## src/rtl/doorway_pkg.sv

```systemverilog
package doorway_pkg;
  typedef enum logic [2:0] {
    ST_IDLE, ST_IN_FIRST, ST_IN_BOTH, ST_IN_LAST,
    ST_OUT_FIRST, ST_OUT_BOTH, ST_OUT_LAST, ST_WAIT_CLEAR
  } dirState_t;

  typedef struct packed {
    logic countUp;
    logic countDown;
  } ctrlStrobe_t;
endpackage

```

## src/rtl/sensor_filter.sv

```systemverilog
module sensor_filter #(
  parameter int SYNC_STAGES = 2,
  parameter int DEB_CYCLES  = 16
) (
  input  logic clk,
  input  logic rstN,
  input  logic rawIn,
  output logic level
);
  localparam int CW = $clog2(DEB_CYCLES + 1);
  localparam logic [CW-1:0] LAST = CW'(DEB_CYCLES - 1);

  logic [SYNC_STAGES-1:0] syncReg;
  logic [CW-1:0] stableCnt;
  logic syncd;

  assign syncd = syncReg[SYNC_STAGES-1];

  always_ff @(posedge clk) begin
    if (!rstN) syncReg <= '0;
    else       syncReg <= {syncReg[SYNC_STAGES-2:0], rawIn};
  end

  // accept a new level only after DEB_CYCLES equal samples in a row
  always_ff @(posedge clk) begin
    if (!rstN) begin
      level     <= 1'b0;
      stableCnt <= '0;
    end else if (syncd == level) begin
      stableCnt <= '0;
    end else if (stableCnt == LAST) begin
      level     <= syncd;
      stableCnt <= '0;
    end else begin
      stableCnt <= stableCnt + 1'b1;
    end
  end
endmodule

```

## src/rtl/direction_ctrl.sv

```systemverilog
module direction_ctrl
  import doorway_pkg::*;
(
  input  logic        clk,
  input  logic        rstN,
  input  logic        outerHit,
  input  logic        innerHit,
  output ctrlStrobe_t strobe
);
  dirState_t state, nextState;
  logic [1:0] seen;

  assign seen = {outerHit, innerHit};

  always_ff @(posedge clk) begin
    if (!rstN) state <= ST_IDLE;
    else       state <= nextState;
  end

  always_comb begin
    nextState = state;
    strobe    = '0;
    unique case (state)
      ST_IDLE: case (seen)
        2'b10:   nextState = ST_IN_FIRST;
        2'b01:   nextState = ST_OUT_FIRST;
        2'b11:   nextState = ST_WAIT_CLEAR;
        default: nextState = ST_IDLE;
      endcase
      ST_IN_FIRST: case (seen)
        2'b00:   nextState = ST_IDLE;
        2'b11:   nextState = ST_IN_BOTH;
        2'b01:   nextState = ST_WAIT_CLEAR;
        default: nextState = ST_IN_FIRST;
      endcase
      ST_IN_BOTH: case (seen)
        2'b10:   nextState = ST_IN_FIRST;
        2'b01:   nextState = ST_IN_LAST;
        2'b00:   nextState = ST_IDLE;
        default: nextState = ST_IN_BOTH;
      endcase
      ST_IN_LAST: case (seen)
        2'b00: begin
          nextState      = ST_IDLE;
          strobe.countUp = 1'b1;
        end
        2'b11:   nextState = ST_IN_BOTH;
        2'b10:   nextState = ST_WAIT_CLEAR;
        default: nextState = ST_IN_LAST;
      endcase
      ST_OUT_FIRST: case (seen)
        2'b00:   nextState = ST_IDLE;
        2'b11:   nextState = ST_OUT_BOTH;
        2'b10:   nextState = ST_WAIT_CLEAR;
        default: nextState = ST_OUT_FIRST;
      endcase
      ST_OUT_BOTH: case (seen)
        2'b01:   nextState = ST_OUT_FIRST;
        2'b10:   nextState = ST_OUT_LAST;
        2'b00:   nextState = ST_IDLE;
        default: nextState = ST_OUT_BOTH;
      endcase
      ST_OUT_LAST: case (seen)
        2'b00: begin
          nextState        = ST_IDLE;
          strobe.countDown = 1'b1;
        end
        2'b11:   nextState = ST_OUT_BOTH;
        2'b01:   nextState = ST_WAIT_CLEAR;
        default: nextState = ST_OUT_LAST;
      endcase
      default: if (seen == 2'b00) nextState = ST_IDLE;
    endcase
  end
endmodule

```

## src/rtl/count_datapath.sv

```systemverilog
module count_datapath
  import doorway_pkg::*;
#(
  parameter int CNT_W = 8
) (
  input  logic             clk,
  input  logic             rstN,
  input  ctrlStrobe_t      strobe,
  input  logic [CNT_W-1:0] enrolled,
  output logic             entryPulse,
  output logic             exitPulse,
  output logic [CNT_W-1:0] presentCount,
  output logic [CNT_W-1:0] absentCount
);
  always_ff @(posedge clk) begin
    if (!rstN) begin
      presentCount <= '0;
      entryPulse   <= 1'b0;
      exitPulse    <= 1'b0;
    end else begin
      entryPulse <= strobe.countUp;
      exitPulse  <= strobe.countDown;
      // clamp at the enrolled total and at zero
      if (strobe.countUp && presentCount < enrolled)
        presentCount <= presentCount + 1'b1;
      else if (strobe.countDown && presentCount != '0)
        presentCount <= presentCount - 1'b1;
    end
  end


  assign absentCount = (presentCount > enrolled) ? '0 : enrolled - presentCount;
endmodule

```

## src/rtl/doorway_counter.sv

```systemverilog
module doorway_counter
  import doorway_pkg::*;
#(
  parameter int CNT_W       = 8,
  parameter int SYNC_STAGES = 2,
  parameter int DEB_CYCLES  = 16
) (
  input  logic             clk,
  input  logic             rstN,
  input  logic             sensOuter,
  input  logic             sensInner,
  input  logic [CNT_W-1:0] enrolled,
  output logic             entryPulse,
  output logic             exitPulse,
  output logic [CNT_W-1:0] presentCount,
  output logic [CNT_W-1:0] absentCount
);
  localparam int N_SENS = 2;

  logic [N_SENS-1:0] rawVec, cleanVec;
  ctrlStrobe_t strobe;

  assign rawVec = {sensInner, sensOuter};

  for (genvar i = 0; i < N_SENS; i++) begin : gFilt
    sensor_filter #(.SYNC_STAGES(SYNC_STAGES), .DEB_CYCLES(DEB_CYCLES)) uFilt (
      .clk(clk), .rstN(rstN), .rawIn(rawVec[i]), .level(cleanVec[i])
    );
  end

  direction_ctrl uCtrl (
    .clk(clk), .rstN(rstN),
    .outerHit(cleanVec[0]), .innerHit(cleanVec[1]),
    .strobe(strobe)
  );

  count_datapath #(.CNT_W(CNT_W)) uPath (
    .clk(clk), .rstN(rstN), .strobe(strobe), .enrolled(enrolled),
    .entryPulse(entryPulse), .exitPulse(exitPulse),
    .presentCount(presentCount), .absentCount(absentCount)
  );
endmodule

```

## config.mk

```make
export PLATFORM = sky130hd
export DESIGN_NAME = doorway_counter
export DESIGN_NICKNAME = d
export VERILOG_FILES = /design/src/rtl/doorway_pkg.sv /design/src/rtl/sensor_filter.sv /design/src/rtl/direction_ctrl.sv /design/src/rtl/count_datapath.sv /design/src/rtl/doorway_counter.sv
export SDC_FILE = /design/constraint.sdc
export NUM_CORES = 1
export LEC_CHECK = 0
export ABC_CLOCK_PERIOD_IN_PS = 4250
export BUFFER_PORTS_ARGS = -buffer_cell sky130_fd_sc_hd__buf_2
export CAP_MARGIN = 30
export CORE_MARGIN = 8
export CORE_UTILIZATION = 57
export DETAILED_ROUTE_END_ITERATION = 6
export GPL_ROUTABILITY_DRIVEN = 0
export PLACE_DENSITY = 0.76
export RECOVER_POWER = 100
export SETUP_SLACK_MARGIN = 0.3
export SLEW_MARGIN = 20
export SYNTH_ARGS = -nofsm -noshare
export SYNTH_HDL_FRONTEND = slang
export SYNTH_SLANG_ARGS = --single-unit
```

## constraint.sdc

```tcl
create_clock -name clk -period 4.25 [get_ports clk]
set_clock_uncertainty 0.1 [all_clocks]
set_input_delay 0.425 -clock clk [delete_from_list [all_inputs] [get_ports clk]]
set_output_delay 0.425 -clock clk [all_outputs]
set_load 0.02 [all_outputs]
```

==> flow_metrics.py, run 1 <==
metrics = {
    "pwr": {
        "p_sw_share_pct": 27.27,
        "power.internal_mw": 0.3760,
        "power_density_nw_per_um2": 234.7,
        "pwr-share-clk_pct": 35.6,
        "switchingPower_mw": 0.1410,
        "p_leak_nw": 0.8488,
        "ir_drop_mv": 0.2083,
        "p_seq_share_pct": 53.2,
        "comb_power_share_pct": 11.3,
    },
    "clock_network": {
        "root_buffer": "clkbuf_4",
        "insertion_delay_ns": 0.34,
        "cts_tree": "done",
        "cts_buffer_depth": 2,
        "clk_pin_slew_ns": 0.11,
        "post_cts_resized": 0,
        "htreeDepth": 2,
        "cts.sinks": 29,
        "cts_setup_buffers": 0,
        "cts_buffers": 5,
        "cts_hold_buf": 0,
    },
    "floorplanning": {
        "fp-row-count": 21,
        "ios": 30,
        "initial_core_util_pct": 59.36,
        "core-area_sq_um": 3337,
        "die_y_um": 74.95,
        "fp.dieW_um": 74.95,
        "die-area_sq_um": 5617,
    },
    "worst_setup_path": {
        "rr_endpoint": "uPath.presentCount[7]$_SDFFE_PN0P_",
        "crit_family": "compound AO/OA/AOI/OAI gates",
        "worstSetupEndpoint": "uPath.presentCount[7]$_SDFFE_PN0P_",
        "cpPeakStageDelay_ns": 0.45,
        "cp_max_fo": 15,
        "cp_cell_sequence": "ha_1 -> inv_1 -> fa_1 -> nand3_1 -> a21boi_0 -> o21ai_4 -> ha_1 -> a21oi_1 -> a21oi_1 -> o22ai_1 -> mux2i_4 -> xnor2_1 -> nor2_1",
        "path_class": "flip-flop to flip-flop",
        "timing.rr.start": "uPath.presentCount[0]$_SDFFE_PN0P_",
        "rrSetupSlack_ns": 0.85,
        "cp.required_ns": 4.37,
        "cp-startpoint": "uPath.presentCount[0]$_SDFFE_PN0P_",
        "arrival_ns": 3.52,
        "cp_slowest_cell": "dfxtp_1",
        "endpoint_kind": "flip-flop",
        "start_kind": "flip-flop",
        "path_buf_inv": 1,
        "cp.depth": 13,
        "reg2regPathDepth": 13,
    },
    "sta": {
        "max_freq_ghz": 0.2939,
        "worst_pin_slew_ns": 0.5568,
        "fin_setup_tns_ns": 0,
        "rsz0062_at_grt": "no",
        "period_needed_ns": 3.403,
        "setup_viol": 0,
        "relSlewSlack_pct": 62.74,
        "maxSlewViolCount": 0,
        "hold_violations": 0,
        "final.period_utilization_pct": 80.07,
    },
    "synthesis": {
        "yosys_register_bits": 29,
        "ys.flop_type": "dfxtp_1",
        "syn_avg_cell_area_sq_um": 8.501,
        "synthArstFlopShare_pct": 0,
        "netlist_area_sq_um": 1981,
        "yosysSeqAreaShare_pct": 29.31,
        "syn_nets": 274,
        "synth.distinct_cells": 44,
        "syn_inst": 233,
        "synth-edff-count": 0,
        "synth_warnings": 0,
    },
    "global_route": {
        "grt_first_pass_wirelength_mm": 6.548,
        "grt_pass1_vias": 1472,
        "grt.overflow.total": 0,
        "track_usage_pct": 14.74,
        "grt_max_degree": 17,
        "grt_antenna_before_repair": 0,
    },
    "place": {
        "place_hpwl_mm": 2.984,
        "io_buffers": 29,
        "dp.cells": 304,
    },
    "job": {
        "maxCapViolCount": 0,
    },
    "cells_and_area": {
        "final_cell_mix": "30 x nor2_1, 29 x dfxtp_1, 27 x ha_1",
        "syn2layout_area_growth_pct": 11.24,
        "finalNonFillerCells": 312,
        "antenna_cells": 0,
        "nets": 306,
        "layout_commonest_cell": "nor2_1",
        "drive_gt1_share_pct": 9.774,
        "fill_cells": 316,
    },
    "worst_hold_path": {
        "min_path_type": "input pin to flip-flop",
    },
    "route": {
        "vias_per_cell": 5.228,
        "routed_wl_mm": 3.859,
        "ant_nets": 0,
        "drt_first_pass_iters": 4,
        "wl_per_cell_um": 12.37,
        "detailroute.via_count": 1631,
        "drc_errors": 0,
        "first_iter_violations": 72,
    },
    "status": {
        "status": "finished clean",
    },
}
==> how the worst min path moves through the flow <==
stage / start / to / slack, ns / cells past startpoint
5_1_grt: sensOuter / gFilt[0].uFilt.syncReg[0]$_SDFF_PN0_ / 0.18 / 2
6_report: sensOuter / gFilt[0].uFilt.syncReg[0]$_SDFF_PN0_ / 0.19 / 2
3_3_place_gp: gFilt[1].uFilt.syncReg[0]$_SDFF_PN0_ / gFilt[1].uFilt.syncReg[1]$_SDFF_PN0_ / 0.31 / 1
4_1_cts: sensOuter / gFilt[0].uFilt.syncReg[0]$_SDFF_PN0_ / 0.18 / 2
2_1_floorplan: gFilt[0].uFilt.syncReg[0]$_SDFF_PN0_ / gFilt[0].uFilt.syncReg[1]$_SDFF_PN0_ / 0.31 / 1
3_5_place_dp: gFilt[0].uFilt.syncReg[0]$_SDFF_PN0_ / gFilt[0].uFilt.syncReg[1]$_SDFF_PN0_ / 0.32 / 1
==> per-layer routing <==
layer,up-vias,wire (um),track usage (%),share of wire (%)
li1,880,-,-,-
met1,712,1955,19.24,51
met2,32,1588,22.55,41
met3,7,263,3.995,6.8
met4,0,52,5.217,1.3
met5,-,0,0,0
==> cells by family after synthesis <==
family                   Yosys count  synth area share (%)
XOR/XNOR                          13                 5.749
adder cells (fa/ha/maj)           29                 19.08
AO/OA/AOI/OAI                     50                 17.25
flip-flops                        29                 29.31
multiplexers                       5                 3.222
buffers and inverters             27                 5.180
AND/OR/NAND/NOR                   80                 20.22
==> cell type report <==
cell class / instances / area (sq um) / area share, %
Inverter: 23 / 86.33 / 3.918
Sequential cell: 29 / 580.6 / 26.35
Clock buffer: 6 / 51.30 / 2.328
Tap cell: 46 / 57.56 / 2.612
Multi-Input combinational cell: 177 / 1292 / 58.66
Timing Repair Buffer: 29 / 121.4 / 5.508
Clock inverter: 2 / 13.76 / 0.6246
==> cell usage after synthesis (4+ instances only) <==
master,count,area (sq um)
xnor2_1,9,78.83
and2_1,4,25.02
o21ai_0,6,30.03
nand2_1,7,26.28
inv_1,21,78.83
o21a_1,4,30.03
a21oi_1,17,85.08
ha_1,27,337.8
nor2_1,30,112.6
dfxtp_1,29,580.6
xor2_1,4,35.03
nand3_1,12,60.06
nor3_1,9,45.04
==> state kept, by name, summed over array words and instances (netlist names) <==
signal,cells
gFilt.uFilt.level,2
gFilt.uFilt.stableCnt,10
gFilt.uFilt.syncReg,4
uCtrl.state,3
uPath.entryPulse,1
uPath.exitPulse,1
uPath.presentCount,8
==> power by group through the flow <==
stage	logic (mW)	clock network (mW)	registers, mW
after floorplan	0.0415	0	0.281
after global placement	0.0604	0	0.281
after detailed placement	0.0607	0	0.281
after CTS	0.0610	0.189	0.275
after global routing	0.0658	0.201	0.275
final	0.0582	0.184	0.275
==> worst reg2reg max path, stage by stage (launching register included) <==
cell and delay [ns]:
dfxtp_1 0.45, ha_1 0.21, inv_1 0.05, fa_1 0.39, nand3_1 0.10, a21boi_0 0.16, o21ai_4 0.44, ha_1 0.35
a21oi_1 0.23, a21oi_1 0.10, o22ai_1 0.26, mux2i_4 0.28, xnor2_1 0.13, nor2_1 0.05
==> per-stage QoR <==
stage               hold slack, ns  util (%)  instance area, sq um  total power, mW  setup slack, ns
detailed placement          0.3209     64.94                  2167           0.3421           0.7774
finish                      0.1945     66.03                  2203           0.5171           0.8470
global route                0.1770     66.03                  2203           0.5417           0.5665
global placement            0.3134     64.94                  2167           0.3416           0.8499
CTS                         0.1847     66.89                  2232           0.5249           0.8764
floorplan                   0.3118         -                  1981           0.3226           0.9971
Note: power is estimated with default switching activity, not from simulation.
==> run 2, diff against run 1 <==
--- a/config.mk
+++ b/config.mk
@@ -5,7 +5,7 @@
 export SDC_FILE = /design/constraint.sdc
 export NUM_CORES = 1
 export LEC_CHECK = 0
-export ABC_CLOCK_PERIOD_IN_PS = 4250
+export ABC_CLOCK_PERIOD_IN_PS = 3340
 export BUFFER_PORTS_ARGS = -buffer_cell sky130_fd_sc_hd__buf_2
 export CAP_MARGIN = 30
 export CORE_MARGIN = 8
==> constraint.sdc (replaced) <==
create_clock -name clk -period 3.34 [get_ports clk]
set_clock_uncertainty 0.1 [all_clocks]
set_input_delay 0.334 -clock clk [delete_from_list [all_inputs] [get_ports clk]]
set_output_delay 0.334 -clock clk [all_outputs]
set_load 0.02 [all_outputs]
==> flow_metrics.py, run 2 (synthesis gave the netlist of run 1 again) <==
metrics = {
    "worst_setup_path": {
        "reg2regPathDepth": 14,
        "path_class": "flip-flop to flip-flop",
        "cp.required_ns": 3.45,
        "cp-startpoint": "uPath.presentCount[0]$_SDFFE_PN0P_",
        "start_kind": "flip-flop",
        "timing.rr.start": "uPath.presentCount[0]$_SDFFE_PN0P_",
        "endpoint_kind": "flip-flop",
        "rr_endpoint": "uPath.presentCount[7]$_SDFFE_PN0P_",
        "rrSetupSlack_ns": 0.31,
        "arrival_ns": 3.15,
        "worstSetupEndpoint": "uPath.presentCount[7]$_SDFFE_PN0P_",
        "cp_max_fo": 8,
    },
    "clock_network": {
        "htreeDepth": 2,
        "clk_pin_slew_ns": 0.11,
        "root_buffer": "clkbuf_4",
        "cts_hold_buf": 0,
        "cts_buffers": 5,
        "cts_buffer_depth": 2,
        "insertion_delay_ns": 0.33,
        "cts_tree": "done",
        "cts.sinks": 29,
    },
    "job": {
        "maxCapViolCount": 0,
    },
    "pwr": {
        "power_density_nw_per_um2": 281.8,
        "ir_drop_mv": 0.3564,
        "p_leak_nw": 0.8889,
    },
    "global_route": {
        "top_usage_layer": "met2",
        "grt_first_pass_wirelength_mm": 6.851,
        "grt.overflow.total": 0,
        "track_usage_pct": 15.50,
        "met3_usage_pct": 5.193,
        "grt_max_degree": 17,
        "gr-usage-met1_pct": 18.60,
        "grtUsageMet2_pct": 24.57,
        "grt_antenna_before_repair": 0,
        "grt_pass1_vias": 1579,
    },
    "route": {
        "detailroute.via_count": 1732,
        "drt_first_pass_iters": 4,
        "wl_per_cell_um": 14.10,
        "ant_nets": 0,
        "drc_errors": 0,
        "vias_per_cell": 5.464,
        "routed_wl_mm": 4.469,
        "first_iter_violations": 123,
    },
    "floorplanning": {
        "fp-row-count": 21,
        "ios": 30,
        "die_y_um": 74.95,
        "die-area_sq_um": 5617,
        "initial_core_util_pct": 59.36,
        "fp.dieW_um": 74.95,
        "core-area_sq_um": 3337,
    },
    "cells_and_area": {
        "fin_util_pct": 70.98,
        "antenna_cells": 0,
        "layout_commonest_cell": "nor2_1",
        "final_cell_mix": "30 x nor2_1, 22 x dfxtp_1, 21 x ha_1",
        "syn2layout_area_growth_pct": 19.58,
        "fin_area_sq_um": 2369,
        "nets": 311,
        "largest_reg_flops": 10,
        "largest-register": "gFilt.uFilt.stableCnt",
        "drive_gt1_share_pct": 19.56,
        "reg.largest.list": "gFilt.uFilt.stableCnt: 10 flops, uPath.presentCount: 8 flops, gFilt.uFilt.syncReg: 4 flops",
    },
    "place": {
        "io_buffers": 29,
        "place_area_sq_um": 2206,
        "place_hpwl_mm": 3.129,
        "place_ws_ns": 0.08627,
    },
    "sta": {
        "worst_pin_slew_ns": 0.5427,
        "setup_viol": 0,
        "hold_violations": 0,
        "fin_setup_tns_ns": 0,
        "rsz0062_at_grt": "no",
        "worst_slack_ns": 0.3090,
        "final.period_utilization_pct": 90.75,
        "period_needed_ns": 3.031,
        "maxSlewViolCount": 0,
        "max_freq_ghz": 0.3299,
        "relSlewSlack_pct": 63.78,
    },
    "status": {
        "status": "finished clean",
    },
    "worst_hold_path": {
        "min_path_type": "input pin to flip-flop",
    },
}
[run 2: what timing repair did]
action | in CTS | in global routing
cloned | 0 | 0
setup buffers | 3 | 0
pin swaps | 1 | 3
endpoints found under the hold margin | 0 | 0
endpoints found under the setup margin | 2 | 3
resized for setup | 1 | 29
[run 2: how the worst min path moves through the flow]
stage | from | end | depth (start not counted)
finish | sensOuter | gFilt[0].uFilt.syncReg[0]$_SDFF_PN0_ | 2
global route | sensOuter | gFilt[0].uFilt.syncReg[0]$_SDFF_PN0_ | 2
CTS | sensOuter | gFilt[0].uFilt.syncReg[0]$_SDFF_PN0_ | 2
detailed placement | gFilt[0].uFilt.syncReg[0]$_SDFF_PN0_ | gFilt[0].uFilt.syncReg[1]$_SDFF_PN0_ | 1
global placement | gFilt[0].uFilt.syncReg[0]$_SDFF_PN0_ | gFilt[0].uFilt.syncReg[1]$_SDFF_PN0_ | 1
floorplan | gFilt[0].uFilt.syncReg[0]$_SDFF_PN0_ | gFilt[0].uFilt.syncReg[1]$_SDFF_PN0_ | 1
[run 2: layer usage]
layer / up-vias / share of wire, %
met3: 10 / 8.0
li1: 888 / -
met1: 780 / 45
met2: 54 / 45
met4: 0 / 1.7
met5: - / 0
[run 2: critical path: stages, from the launching register on]
cell and delay (ns):
dfxtp_4 0.39, ha_1 0.18, inv_1 0.06, fa_1 0.42
nand3_2 0.12, a21boi_4 0.07, o21ai_4 0.16, buf_4 0.19
ha_2 0.32, a21oi_1 0.13, o21ai_0 0.09, o22ai_1 0.26
mux2i_4 0.28, xnor2_1 0.13, nor2_1 0.05
[run 2: where the power goes]
group          switching, mW  leakage [nW]  internal, mW  total, mW
clock                  0.133        0.0382         0.103      0.235
combinational         0.0517         0.611        0.0337     0.0854
sequential           0.00143         0.239         0.345      0.347
[run 2: per-stage QoR]
| step | hold WS [ns] | total power [mW] | cells |
|---|---|---|---|
| 2_1_floorplan | 0.3118 | 0.4104 | 233 |
| 5_1_grt | 0.08702 | 0.7012 | 317 |
| 3_5_place_dp | 0.3191 | 0.4354 | 306 |
| 3_3_place_gp | 0.3141 | 0.4346 | 306 |
| 4_1_cts | 0.09608 | 0.6700 | 317 |
| 6_report | 0.1059 | 0.6674 | 317 |
[run 2: cell type report]
cell class,instances,area [sq um]
Timing Repair Buffer,34,158.9
Clock buffer,6,51.30
Sequential cell,29,599.3
Tap cell,46,57.56
Inverter,23,86.33
Clock inverter,2,13.76
Fill cell,281,968.4
Multi-Input combinational cell,177,1401
